[src/rtl/tx_offload_pkg.sv]
package tx_offload_pkg;

  typedef enum logic [1:0] {
    ST_IDLE  = 2'd0,
    ST_FILL  = 2'd1,
    ST_ARMED = 2'd2,
    ST_PLAY  = 2'd3
  } ctrlState_t;

  localparam logic [1:0] MODE_AUTO = 2'd0;
  localparam logic [1:0] MODE_HW   = 2'd1;

  typedef struct packed {
    logic wrEn;
    logic wrClear;
    logic lenLatch;
    logic rdStep;
    logic rdClear;
  } storeCtl_t;

endpackage

[src/rtl/tx_offload_store.sv]
module tx_offload_store
  import tx_offload_pkg::*;
#(
  parameter int DATA_W = 32,
  parameter int DEPTH  = 16
) (
  input  logic              clk,
  input  logic              rstN,
  input  storeCtl_t         ctl,
  input  logic [DATA_W-1:0] wrData,
  input  logic [DATA_W/8-1:0] wrKeep,
  output logic [DATA_W-1:0] rdData,
  output logic              wrFull,
  output logic              wrEmpty,
  output logic              rdAtEnd
);

  localparam int ADDR_W = (DEPTH > 1) ? $clog2(DEPTH) : 1;
  localparam int CNT_W  = ADDR_W + 1;
  localparam int KEEP_W = DATA_W / 8;

  logic [DATA_W-1:0] mem [DEPTH];
  logic [DATA_W-1:0] maskedData;
  logic [ADDR_W-1:0] wrAddr;
  logic [ADDR_W-1:0] rdAddr;
  logic [CNT_W-1:0]  storedLen;

  for (genvar b = 0; b < KEEP_W; b++) begin : g_lane
    assign maskedData[b*8 +: 8] = wrKeep[b] ? wrData[b*8 +: 8] : 8'h00;
  end

  always_ff @(posedge clk) begin
    if (ctl.wrEn) mem[wrAddr] <= maskedData;
  end

  always_ff @(posedge clk) begin
    if (!rstN) begin
      wrAddr    <= '0;
      storedLen <= '0;
    end else begin
      if (ctl.wrClear)   wrAddr <= '0;
      else if (ctl.wrEn) wrAddr <= wrAddr + ADDR_W'(1);
      if (ctl.lenLatch)  storedLen <= {1'b0, wrAddr} + CNT_W'(ctl.wrEn);
    end
  end

  always_ff @(posedge clk) begin
    if (!rstN) rdAddr <= '0;
    else if (ctl.rdClear) rdAddr <= '0;
    else if (ctl.rdStep) rdAddr <= rdAtEnd ? '0 : rdAddr + ADDR_W'(1);
  end

  assign rdData  = mem[rdAddr];
  assign wrFull  = (wrAddr == ADDR_W'(DEPTH - 1));
  assign wrEmpty = (wrAddr == '0);
  assign rdAtEnd = ({1'b0, rdAddr} == storedLen - CNT_W'(1));

  // reads only step inside a non-empty stored buffer
  assert_step_in_range_R8: assert property (@(posedge clk) disable iff (!rstN)
    ctl.rdStep |-> (storedLen != '0 && {1'b0, rdAddr} < storedLen));

  // a latched length is between one beat and the full depth
  assert_len_bounded_R3: assert property (@(posedge clk) disable iff (!rstN)
    ctl.lenLatch |=> (storedLen != '0 && storedLen <= CNT_W'(DEPTH)));

endmodule

[src/rtl/tx_offload_fsm.sv]
module tx_offload_fsm
  import tx_offload_pkg::*;
(
  input  logic       clk,
  input  logic       rstN,
  input  logic       inValid,
  input  logic       inLast,
  input  logic       initReq,
  input  logic       syncPulse,
  input  logic       swStart,
  input  logic [1:0] syncMode,
  input  logic       oneshot,
  input  logic       bypass,
  input  logic       outReady,
  input  logic       wrFull,
  input  logic       wrEmpty,
  input  logic       rdAtEnd,
  output storeCtl_t  ctl,
  output logic       inReady,
  output logic       outValid,
  output ctrlState_t state,
  output logic       swPending
);

  ctrlState_t nextState;
  logic isAuto, isHw, isSw;
  logic accept, endBuf, earlySync, armedGo, playStep, playDone, swConsume;

  assign isAuto    = (syncMode == MODE_AUTO);
  assign isHw      = (syncMode == MODE_HW);
  assign isSw      = syncMode[1];
  assign inReady   = (state == ST_FILL) && !bypass;
  assign outValid  = (state == ST_PLAY) && !bypass;
  assign accept    = inValid && inReady;
  assign endBuf    = accept && (inLast || wrFull);
  assign earlySync = isHw && syncPulse && (accept || !wrEmpty);
  assign armedGo   = isAuto || (isHw && syncPulse) || (isSw && swPending);
  assign playStep  = outValid && outReady;
  assign playDone  = playStep && rdAtEnd && oneshot;
  assign swConsume = (state == ST_ARMED) && isSw && swPending && !bypass;

  always_comb begin
    nextState = state;
    ctl       = '0;
    unique case (state)
      ST_IDLE: begin
        if (initReq) begin
          nextState   = ST_FILL;
          ctl.wrClear = 1'b1;
        end
      end
      ST_FILL: begin
        ctl.wrEn = accept;
        if (endBuf || earlySync) begin
          ctl.lenLatch = 1'b1;
          if (isAuto || earlySync) begin
            nextState   = ST_PLAY;
            ctl.rdClear = 1'b1;
          end else begin
            nextState = ST_ARMED;
          end
        end
      end
      ST_ARMED: begin
        if (armedGo) begin
          nextState   = ST_PLAY;
          ctl.rdClear = 1'b1;
        end
      end
      ST_PLAY: begin
        ctl.rdStep = playStep;
        if (playDone) nextState = ST_IDLE;
      end
      default: nextState = ST_IDLE;
    endcase
    if (bypass) nextState = ST_IDLE;
  end

  always_ff @(posedge clk) begin
    if (!rstN) state <= ST_IDLE;
    else       state <= nextState;
  end

  always_ff @(posedge clk) begin
    if (!rstN || bypass) swPending <= 1'b0;
    else if (swStart)    swPending <= 1'b1;
    else if (swConsume)  swPending <= 1'b0;
  end

  assert_idle_hold_R2: assert property (@(posedge clk) disable iff (!rstN)
    (state == ST_IDLE && !initReq) |=> state == ST_IDLE);

  assert_sw_consume_R7: assert property (@(posedge clk) disable iff (!rstN)
    (swConsume && !swStart) |=> (!swPending && state == ST_PLAY));

  assert_cyclic_wrap_R8: assert property (@(posedge clk) disable iff (!rstN)
    (playStep && rdAtEnd && !oneshot && !bypass) |=> (state == ST_PLAY));

  assert_oneshot_end_R9: assert property (@(posedge clk) disable iff (!rstN)
    playDone |=> state == ST_IDLE);

  assert_init_ignored_R10: assert property (@(posedge clk) disable iff (!rstN)
    (state == ST_PLAY && !bypass && !(playStep && rdAtEnd && oneshot)) |=> state == ST_PLAY);

  assert_bypass_idle_R11: assert property (@(posedge clk) disable iff (!rstN)
    bypass |=> (state == ST_IDLE && !swPending));

endmodule

[src/rtl/tx_offload_ctrl.sv]
module tx_offload_ctrl
  import tx_offload_pkg::*;
#(
  parameter int DATA_W = 32,
  parameter int DEPTH  = 16
) (
  input  logic                clk,
  input  logic                rstN,
  input  logic                inValid,
  output logic                inReady,
  input  logic [DATA_W-1:0]   inData,
  input  logic [DATA_W/8-1:0] inKeep,
  input  logic                inLast,
  input  logic                initReq,
  input  logic                syncPulse,
  input  logic                swStart,
  input  logic [1:0]          syncMode,
  input  logic                oneshot,
  input  logic                bypass,
  output logic                outValid,
  input  logic                outReady,
  output logic [DATA_W-1:0]   outData,
  output logic [1:0]          stateCode,
  output logic                swPending
);

  storeCtl_t         ctl;
  ctrlState_t        state;
  logic              fsmInReady, fsmOutValid;
  logic              wrFull, wrEmpty, rdAtEnd;
  logic [DATA_W-1:0] rdData;

  tx_offload_fsm u_fsm (
    .clk, .rstN, .inValid, .inLast, .initReq, .syncPulse, .swStart,
    .syncMode, .oneshot, .bypass, .outReady, .wrFull, .wrEmpty, .rdAtEnd,
    .ctl, .inReady(fsmInReady), .outValid(fsmOutValid), .state, .swPending
  );

  tx_offload_store #(.DATA_W(DATA_W), .DEPTH(DEPTH)) u_store (
    .clk, .rstN, .ctl, .wrData(inData), .wrKeep(inKeep),
    .rdData, .wrFull, .wrEmpty, .rdAtEnd
  );

  assign inReady   = bypass ? outReady : fsmInReady;
  assign outValid  = bypass ? inValid  : fsmOutValid;
  assign outData   = bypass ? inData   : rdData;
  assign stateCode = state;

  // a stalled playback beat holds
  assert_stall_hold_R12: assert property (@(posedge clk) disable iff (!rstN)
    (outValid && !outReady && !bypass) |=> (bypass || (outValid && $stable(outData))));

endmodule

[config.mk]
export PLATFORM = sky130hd
export DESIGN_NAME = tx_offload_ctrl
export DESIGN_NICKNAME = d
export VERILOG_FILES = /design/src/rtl/tx_offload_pkg.sv /design/src/rtl/tx_offload_store.sv /design/src/rtl/tx_offload_fsm.sv /design/src/rtl/tx_offload_ctrl.sv
export SDC_FILE = /design/constraint.sdc
export NUM_CORES = 1
export LEC_CHECK = 0
export CAP_MARGIN = 20
export CORE_ASPECT_RATIO = 0.8
export CORE_MARGIN = 5
export CORE_UTILIZATION = 63
export DETAILED_ROUTE_END_ITERATION = 6
export DONT_BUFFER_PORTS = 1
export GPL_ROUTABILITY_DRIVEN = 0
export GPL_TIMING_DRIVEN = 1
export HOLD_SLACK_MARGIN = 0.03
export PLACE_DENSITY = 0.79
export SETUP_SLACK_MARGIN = 0.1
export SYNTH_ARGS = -nofsm -noshare
export SYNTH_HDL_FRONTEND = slang
export SYNTH_SLANG_ARGS = --single-unit
[constraint.sdc]
create_clock -name clk -period 6 [get_ports clk]
set_clock_uncertainty 0.1 [all_clocks]
set_input_delay 0.6 -clock clk [delete_from_list [all_inputs] [get_ports clk]]
set_output_delay 0.6 -clock clk [all_outputs]
set_load 0.01 [all_outputs]
==> results of run 1 <==
## power by group
group          total (W)  internal [W]  leakage, nW  switching (W)
Sequential       0.00407       0.00407         4.59     0.00000302
Combinational   0.000108     0.0000342         1.52      0.0000738
Clock            0.00289       0.00162        0.713        0.00127
Total            0.00707       0.00572         6.82        0.00135
## sequential cells by signal, summed over array words and instances (netlist names), named ones only
name               count
u_fsm.state            2
u_fsm.swPending        1
u_store.wrAddr         4
u_store.rdAddr         4
u_store.storedLen      5
u_store.mem          512
## final cells by class
cell class,instances,area [µm²]
flip-flops and latches,532,15800
fillers,1907,9670
clock inverters,20,153
well taps,427,534
inverters,10,37.5
multi-input cells,351,5070
repair buffers,23,210
clock buffers,64,1310
## cell usage after synthesis (all sizes together), types with 5 or more instances
cell    number  area [µm²]
nand2       20        75.1
edfxtp     512       15400
and3         5        31.3
ha          13         163
xnor2        5        43.8
dfxtp       20         400
mux4       160        3600
clkbuf      26        98.8
buf         16         114
a21boi       7        52.6
nor2         6        22.5
inv         10        37.5
nand3        7        35.0
mux2        34         383
nor2b        5        31.3
and2        46         288
## cell families after synthesis
| group | synth area share (%) |
|---|---|
| and+or+nand+nor | 2.80 |
| DFF | 74.9 |
| adders and majority gates | 0.772 |
| muxes | 19.1 |
| buffers and inverters | 1.19 |
| xor gates and xnor gates | 0.374 |
| AOI/OAI and AO/OA | 0.944 |
## stage by stage
step	utilization (%)	hold slack (ns)	total power, W	worst slack [ns]
global placement	65.9	0.377	0.00425	2.28
global route	70.5	0.0541	0.00728	1.51
CTS	70.4	0.0473	0.00710	1.66
detailed placement	66.0	0.394	0.00426	2.26
finish	70.5	0.0667	0.00707	1.74
floorplan	-	0.355	0.00424	1.38
## path summary, 6_finish.rpt
kind	start	endpoint	slack [ns]	depth (start not counted)
worst max-delay path	flip-flop	outData[13]	1.74	4
worst min-delay path	rstN	u_store.storedLen[2]	0.07	1
worst max register to register	u_fsm.state[1]	u_store.mem[13][13]	2.92	7
worst min register to register	u_store.storedLen[4]	u_store.storedLen[4]	0.41	2
## worst max-delay path: cells and delay by family (launching register included)
| kind | cells | cell delay, ns |
|---|---|---|
| flip-flops | 1 | 1.02 |
| multiplexers | 3 | 1.41 |
| buffers and inverters | 1 | 0.52 |
## routing by layer
metal | up-vias | routed length [µm] | global-route usage [%]
li1 | 3980 | - | -
met1 | 5079 | 17700 | 34.4
met2 | 525 | 22200 | 39.3
met3 | 43 | 3830 | 4.77
met4 | 0 | 586 | 4.83
met5 | - | 0 | 0
==> Implementation_results.wiki, run 1 <==
{| class="wikitable"
! Metric !! Value
|-
| DR iter-0 viols || 1106
|-
| Post-Place Cells || 1342
|-
| Total clock sinks || 532
|-
| Number of maximum-capacitance constraint violations || 0
|-
| Ratio of final minimum period to clock period || 71.0%
|-
| Power density relative to cell area || 306 nW/µm²
|-
| Height of the die || 174 µm
|-
| Buffers on Ports || 0
|-
| # Post-CTS Setup Buffers || 0
|-
| Starting utilization of the core area || 64.3%
|-
| Synth cell types || 45
|-
| Worst-margin pin slew || 1.00 ns
|-
| Global-route wire length before repair || 65.2 mm
|-
| Critical Path AT || 3.56 ns
|-
| Overall global routing resource usage || 23.8%
|-
| Setup repair after global routing missed its margin || no
|-
| CTS Buf Count || 48
|-
| Max Freq || 235 MHz
|-
| Ports || 85
|-
| H-Tree Level Count || 2
|-
| Type of the worst setup path || reg -> out
|-
| Min-delay worst type || in -> reg
|-
| Routed Antenna Nets || 0
|-
| Pins over their slew limit || 0
|-
| Nets in the synthesized netlist || 996
|-
| CTS clk-pin slew, worst paths || 0.06 ns
|-
| Average wire per standard cell || 31.1 µm
|-
| FF+latch count, synth || 532
|-
| Min Tclk post-route || 4.26 ns
|-
| Crit Path Max Fanout || 47
|-
| Final Hold Viols || 0
|-
| Via count of the first global-routing pass || 9934
|-
| Count of nets after finishing || 1027
|-
| Synthesized instance count || 935
|-
| Vias per cell || 6.75
|-
| Max clock buf depth || 3
|-
| Placed standard-cell area || 21600 µm²
|-
| Maximum vdd drop || 232 µV
|-
| Most used flip-flop cell after synthesis || sky130_fd_sc_hd__edfxtp_1
|-
| Sum Neg Setup Slack || 0 ns
|-
| Die width || 214 µm
|-
| Peak per-stage delay on the critical path || 1.02 ns
|-
| Fraction of layout instances using a drive strength above 1 || 30.5%
|-
| Clk Tree Root Cell || sky130_fd_sc_hd__clkbuf_16
|-
| Clock tree from TritonCTS || built
|-
| Final number of setup-violating endpoints || 0
|-
| Mean Syn Cell Area || 22.5 µm²
|-
| CP cell instances || buf_4 > mux4_2 > mux4_2 > mux2_2
|-
| Commonest non-fill, non-tap cells in the layout || sky130_fd_sc_hd__edfxtp_1, sky130_fd_sc_hd__mux4_2, sky130_fd_sc_hd__clkbuf_16, sky130_fd_sc_hd__and2_1, sky130_fd_sc_hd__mux2_2
|-
| EDFF count, synth || 512
|-
| Result of the run || finished clean
|-
| Num rows || 59
|-
| Crit path required time || 5.30 ns
|-
| Max transition margin || 33.2%
|-
| Syn-to-layout area delta || 9.64%
|-
| Area of the mapped netlist || 21100 µm²
|-
| Total inserted antenna cells || 0
|-
| Post-route standard cell area excluding fillers || 23100 µm²
|-
| Clock network latency to the later pin of the worst-skew pair || 0.56 ns
|-
| Detailed Route WL || 44.3 mm
|-
| Crit-path slowest cell || sky130_fd_sc_hd__dfxtp_4
|-
| Crit path launch type || flip-flop
|-
| Floorplan Core Area || 32800 µm²
|-
| Yosys warnings || 0
|-
| Count of unresolved DRC violations after routing || 0
|-
| Antenna violations before repair || 1
|-
| Async SR Flop Fraction || 0%
|-
| Capturing element type of the critical path || primary output
|-
| Total die area || 37200 µm²
|-
| Resized cells post-CTS || 0
|-
| Number of vias after detailed routing || 9627
|-
| Leading cell type in the layout, fill and taps excluded || sky130_fd_sc_hd__edfxtp_1
|-
| Cell repeated most along the worst path || sky130_fd_sc_hd__mux4_2
|-
| Number of iterations in the first detailed-routing pass || 7
|-
| Total of hold buffers inserted after clock tree synthesis || 0
|-
| Post-route non-filler standard cell count || 1427
|-
| Reported leakage power || 6.82 nW
|-
| Total congestion overflow after global routing || 0
|-
| Detailed-placement wirelength estimate || 22.8 mm
|-
| Sequential element share of the synthesized area || 74.9%
|-
| Largest net degree at the start of global routing || 51
|}
Note: power is estimated with default switching activity, not from simulation.
==> run 2: changes to the inputs <==
Settings changed: CORE_UTILIZATION 63 to 57, PLACE_DENSITY 0.79 to 0.75.
Clock period 6 ns to 3.7 ns, I/O delays scaled along.
==> run 2 against run 1 <==
Compared with the run above: via count shrank 0.69%; wire length shrank 2.3%; core utilization shrank 6.3 points; sequential share of layout area shrank 1.5 points; combinational power grew 72%; worst hold slack is essentially flat; critical endpoint is now outData[27]; critical path type unchanged; final cell count grew 6.0%; total power grew 68%; cell area grew 2.3%; largest power group unchanged; sequential cell count is the same; non-clock buffer count grew 16; sequential power grew 62%.
==> Implementation_results.wiki, run 2 (synthesized netlist as in run 1, its figures left out) <==
{| class="wikitable"
! Metric !! Value
|-
| Result of the run || finished clean
|-
| Vias per cell || 6.32
|-
| Resized cells post-CTS || 0
|-
| Number of maximum-capacitance constraint violations || 0
|-
| Height of the die || 182 µm
|-
| Capturing element type of the critical path || primary output
|-
| Final Hold Viols || 0
|-
| Ports || 85
|-
| Starting utilization of the core area || 57.2%
|-
| Setup repair after global routing missed its margin || no
|-
| Crit path launch type || flip-flop
|-
| Count of nets after finishing || 1045
|-
| Fraction of layout instances using a drive strength above 1 || 31.4%
|-
| Detailed-placement wirelength estimate || 24.7 mm
|-
| Total inserted antenna cells || 0
|-
| # Post-CTS Setup Buffers || 0
|-
| Crit Path Max Fanout || 39
|-
| Count of unresolved DRC violations after routing || 0
|-
| Syn-to-layout area delta || 12.1%
|-
| Max FFs per register || 512
|-
| CTS clk-pin slew, worst paths || 0.06 ns
|-
| Type of the worst setup path || reg -> out
|-
| Post-route non-filler standard cell count || 1512
|-
| Clock tree from TritonCTS || built
|-
| Reported leakage power || 7.01 nW
|-
| Post-Place Cells || 1413
|-
| Total congestion overflow after global routing || 0
|-
| Registers with the highest flip-flop counts || u_store.mem (512), u_store.storedLen (5)
|-
| CTS Buf Count || 50
|-
| Leading cell type in the layout, fill and taps excluded || sky130_fd_sc_hd__edfxtp_1
|-
| Ratio of final minimum period to clock period || 92.4%
|-
| Multi-input gate area || 5080 µm²
|-
| Detailed Route WL || 43.3 mm
|-
| H-Tree Level Count || 2
|-
| Num rows || 63
|-
| Critical Path AT || 2.95 ns
|-
| Routed Antenna Nets || 0
|-
| Max transition margin || 53.1%
|-
| Min-delay worst type || in -> reg
|-
| Total of hold buffers inserted after clock tree synthesis || 6
|-
| Clk Tree Root Cell || sky130_fd_sc_hd__clkbuf_16
|-
| Max clock buf depth || 3
|-
| Die width || 225 µm
|-
| Footprint of the flip-flops and latches || 15800 µm²
|-
| Max Freq || 293 MHz
|-
| Post-route standard cell area excluding fillers || 23600 µm²
|-
| Buffers on Ports || 0
|-
| Total die area || 40900 µm²
|-
| Number of vias after detailed routing || 9561
|-
| Final hold slack || 0.0671 ns
|-
| Crit path required time || 3.23 ns
|-
| Fillers || 2344
|-
| Min Tclk post-route || 3.42 ns
|-
| Via count of the first global-routing pass || 10.1k
|-
| Pins over their slew limit || 0
|-
| Global-route wire length before repair || 65.4 mm
|-
| Maximum vdd drop || 430 µV
|-
| Register bank with the most flops || u_store.mem
|-
| DR iter-0 viols || 902
|-
| Antenna violations before repair || 1
|-
| Power density relative to cell area || 502 nW/µm²
|-
| Commonest non-fill, non-tap cells in the layout || sky130_fd_sc_hd__edfxtp_1, sky130_fd_sc_hd__mux4_2, sky130_fd_sc_hd__clkbuf_16, sky130_fd_sc_hd__and2_1, sky130_fd_sc_hd__mux2_2
|-
| Final number of setup-violating endpoints || 0
|-
| Placed standard-cell area || 21900 µm²
|-
| Floorplan Core Area || 36800 µm²
|-
| Total clock sinks || 532
|-
| Final total power || 0.0119 W
|-
| Largest net degree at the start of global routing || 46
|-
| Worst-margin pin slew || 0.704 ns
|-
| Sum Neg Setup Slack || 0 ns
|-
| Number of iterations in the first detailed-routing pass || 5
|-
| Average wire per standard cell || 28.6 µm
|-
| Overall global routing resource usage || 21.6%
|-
| Clock network latency to the later pin of the worst-skew pair || 0.57 ns
|}
run 2: final timing paths:
kind                             start                    to  slack (ns)  cells past startpoint
setup / recovery             flip-flop           outData[27]        0.28                      4
hold / removal                 oneshot        u_fsm.state[1]        0.07                      4
setup reg to reg        u_fsm.state[1]    u_store.mem[7][24]        0.66                      8
hold reg to reg   u_store.storedLen[1]  u_store.storedLen[1]        0.39                      2
run 2: where the power goes:
group          switching, W  total [W]  internal [W]
clock network       0.00212    0.00508       0.00296
registers        0.00000434    0.00660       0.00660
logic              0.000126   0.000186     0.0000604
total               0.00225     0.0119       0.00962
run 2: through the flow:
step | setup WS (ns) | util, %
after floorplan | 0.417 | -
after global routing | 0.185 | 64.2
after CTS | 0.245 | 64.2
after global placement | 0.815 | 59.6
after detailed placement | 0.668 | 59.6
final | 0.282 | 64.2
run 2: layer usage:
metal  global-route usage (%)  wire length, µm  up-vias
li1                         -                -     4030
met1                     31.2            17500     5065
met2                     35.1            22000      402
met3                     3.64             2920       64
met4                     5.50              911        0
met5                        0                0        -
run 2: layout make-up:
type	instances	area share, %
multi-input cells	351	21.5
clock inverters	27	1.23
well taps	487	2.58
repair buffers	39	2.10
flip-flops and latches	532	66.8
clock buffers	66	5.64
inverters	10	0.159
run 2: critical path, cell delays in order, from the launching register on:
cell and delay (ns):
sky130_fd_sc_hd__dfxtp_4 0.77, sky130_fd_sc_hd__buf_4 0.40, sky130_fd_sc_hd__mux4_2 0.35, sky130_fd_sc_hd__mux4_2 0.52
sky130_fd_sc_hd__mux2_2 0.31
==> run 3: changes to the inputs <==
Settings changed: BUFFER_PORTS_ARGS set to -buffer_cell sky130_fd_sc_hd__buf_2, CORE_UTILIZATION 57 to 55, DONT_BUFFER_PORTS 1 to unset, REMOVE_ABC_BUFFERS set to 1.
==> run 3 against run 2 <==
Compared with the run above: the run now ends with DRC left; worst setup slack improved by 0.070 ns; non-clock buffer count is 83 higher; sequential cell count is the same; maximum frequency up 2.1%; critical endpoint is now outData[30]; sequential power barely moved; first-iteration DRC count rose by 2.9%; core utilization is 1.3 points lower; highest routed layer is now met5; critical path depth rose by 1; combinational power rose by 35%.
==> Implementation_results.wiki, run 3 (synthesized netlist as in run 1, its figures left out) <==
{| class="wikitable"
! Metric !! Value
|-
| Post-route non-filler standard cell count || 1599
|-
| Type of the worst setup path || reg -> out
|-
| Pins over their slew limit || 0
|-
| Clk Tree Root Cell || sky130_fd_sc_hd__clkbuf_16
|-
| Starting utilization of the core area || 55.4%
|-
| Util after Layout || 62.9%
|-
| Buffers on Ports || 84
|-
| Number of vias after detailed routing || 9962
|-
| Fillers || 2496
|-
| Total congestion overflow after global routing || 0
|-
| Multi-input gate area || 5070 µm²
|-
| Final number of setup-violating endpoints || 0
|-
| Crit path launch type || flip-flop
|-
| Overall global routing resource usage || 21.3%
|-
| Detailed Route WL || 44.4 mm
|-
| Worst setup timing slack at the placement stage || 0.850 ns
|-
| Maximum vdd drop || 366 µV
|-
| Via count of the first global-routing pass || 10.5k
|-
| Num rows || 64
|-
| Violations in the final reports || DRC
|-
| Registers with the highest flip-flop counts || u_store.mem (512), u_store.storedLen (5)
|-
| H-Tree Level Count || 2
|-
| Clock tree from TritonCTS || built
|-
| Routed Antenna Nets || 0
|-
| Number of iterations in the first detailed-routing pass || 7
|-
| Final total power || 0.0117 W
|-
| Resized cells post-CTS || 0
|-
| Max transition margin || 53.5%
|-
| CTS Buf Count || 48
|-
| Max Freq || 299 MHz
|-
| Total inserted antenna cells || 0
|-
| Footprint of the flip-flops and latches || 15800 µm²
|-
| Count of nets after finishing || 1126
|-
| Die width || 229 µm
|-
| Fraction of layout instances using a drive strength above 1 || 36.5%
|-
| Total clock sinks || 532
|-
| Commonest non-fill, non-tap cells in the layout || sky130_fd_sc_hd__edfxtp_1, sky130_fd_sc_hd__mux4_2, sky130_fd_sc_hd__buf_2, sky130_fd_sc_hd__clkbuf_16
|-
| Result of the run || finished, violations left
|-
| Critical Path AT || 2.88 ns
|-
| Register bank with the most flops || u_store.mem
|-
| Height of the die || 185 µm
|-
| CTS clk-pin slew, worst paths || 0.06 ns
|-
| Average wire per standard cell || 27.8 µm
|-
| Total die area || 42400 µm²
|-
| Worst-case setup margin in the final layout || 0.352 ns
|-
| Syn-to-layout area delta || 13.6%
|-
| # Post-CTS Setup Buffers || 0
|-
| Reported leakage power || 7.28 nW
|-
| Worst-margin pin slew || 0.698 ns
|-
| Floorplan Core Area || 38000 µm²
|-
| Capturing element type of the critical path || primary output
|-
| Final Hold Viols || 0
|-
| Antenna violations before repair || 1
|-
| Ratio of final minimum period to clock period || 90.5%
|-
| Global-route wire length before repair || 66.9 mm
|-
| Final hold slack || 0.125 ns
|-
| Max clock buf depth || 3
|-
| Ports || 85
|-
| Setup repair after global routing missed its margin || no
|-
| Vias per cell || 6.23
|-
| Max FFs per register || 512
|-
| Clock network latency to the later pin of the worst-skew pair || 0.55 ns
|-
| Min-delay worst type || in -> reg
|-
| DR iter-0 viols || 928
|-
| Total of hold buffers inserted after clock tree synthesis || 3
|-
| Number of maximum-capacitance constraint violations || 0
|-
| Post-Place Cells || 1507
|-
| Detailed-placement wirelength estimate || 24.2 mm
|-
| Largest net degree at the start of global routing || 101
|-
| Crit path required time || 3.23 ns
|-
| Power density relative to cell area || 488 nW/µm²
|-
| Count of unresolved DRC violations after routing || 10
|-
| Leading cell type in the layout, fill and taps excluded || sky130_fd_sc_hd__edfxtp_1
|-
| Min Tclk post-route || 3.35 ns
|-
| Crit Path Max Fanout || 34
|}
-- run 3: final cells by class --
type                            count  share of cell area, %
Clock buffer                       58                   5.26
Clock inverter                     31                   1.06
Inverter                           10                  0.157
Multi-Input combinational cell    351                   21.2
Sequential cell                   532                   65.9
Tap cell                          495                   2.59
Timing Repair Buffer              122                   3.82
-- run 3: per-layer routing --
| layer | up-vias | share of wire (%) | global-route usage (%) |
|---|---|---|---|
| met1 | 5278 | 41 | 30.8 |
| met2 | 426 | 50 | 35.0 |
| met3 | 59 | 7.6 | 4.11 |
| met5 | - | 0.029 | 0 |
| met4 | 2 | 1.7 | 4.76 |
| li1 | 4197 | - | - |
-- run 3: through the flow --
stage | area [µm²] | setup TNS (ns)
4_1_cts | 23900 | 0
3_3_place_gp | 22400 | 0
2_1_floorplan | 20900 | -140.07
3_5_place_dp | 22400 | 0
5_1_grt | 23900 | 0
6_report | 23900 | 0
-- run 3: worst max-delay path, cell delays in order (launching register included) --
cell	delay, ns
sky130_fd_sc_hd__dfxtp_4	0.49
sky130_fd_sc_hd__buf_12	0.30
sky130_fd_sc_hd__mux4_2	0.59
sky130_fd_sc_hd__mux4_2	0.50
sky130_fd_sc_hd__mux2_2	0.28
sky130_fd_sc_hd__buf_2	0.14
-- run 3: final timing paths --
path	start	slack, ns	depth (start not counted)	to
setup / recovery	flip-flop	0.35	5	outData[30]
hold / removal	initReq	0.12	4	u_store.wrAddr[1]
setup reg to reg	u_fsm.state[1]	0.82	8	u_store.mem[6][16]
hold reg to reg	u_store.storedLen[1]	0.39	2	u_store.storedLen[1]
-- run 3: report_power, final --
group | leakage (nW) | total, W | internal [W] | switching, W
Sequential | 4.59 | 0.00660 | 0.00660 | 0.00000328
Clock | 0.734 | 0.00483 | 0.00271 | 0.00213
Combinational | 1.96 | 0.000252 | 0.0000902 | 0.000162
Total | 7.28 | 0.0117 | 0.00940 | 0.00229
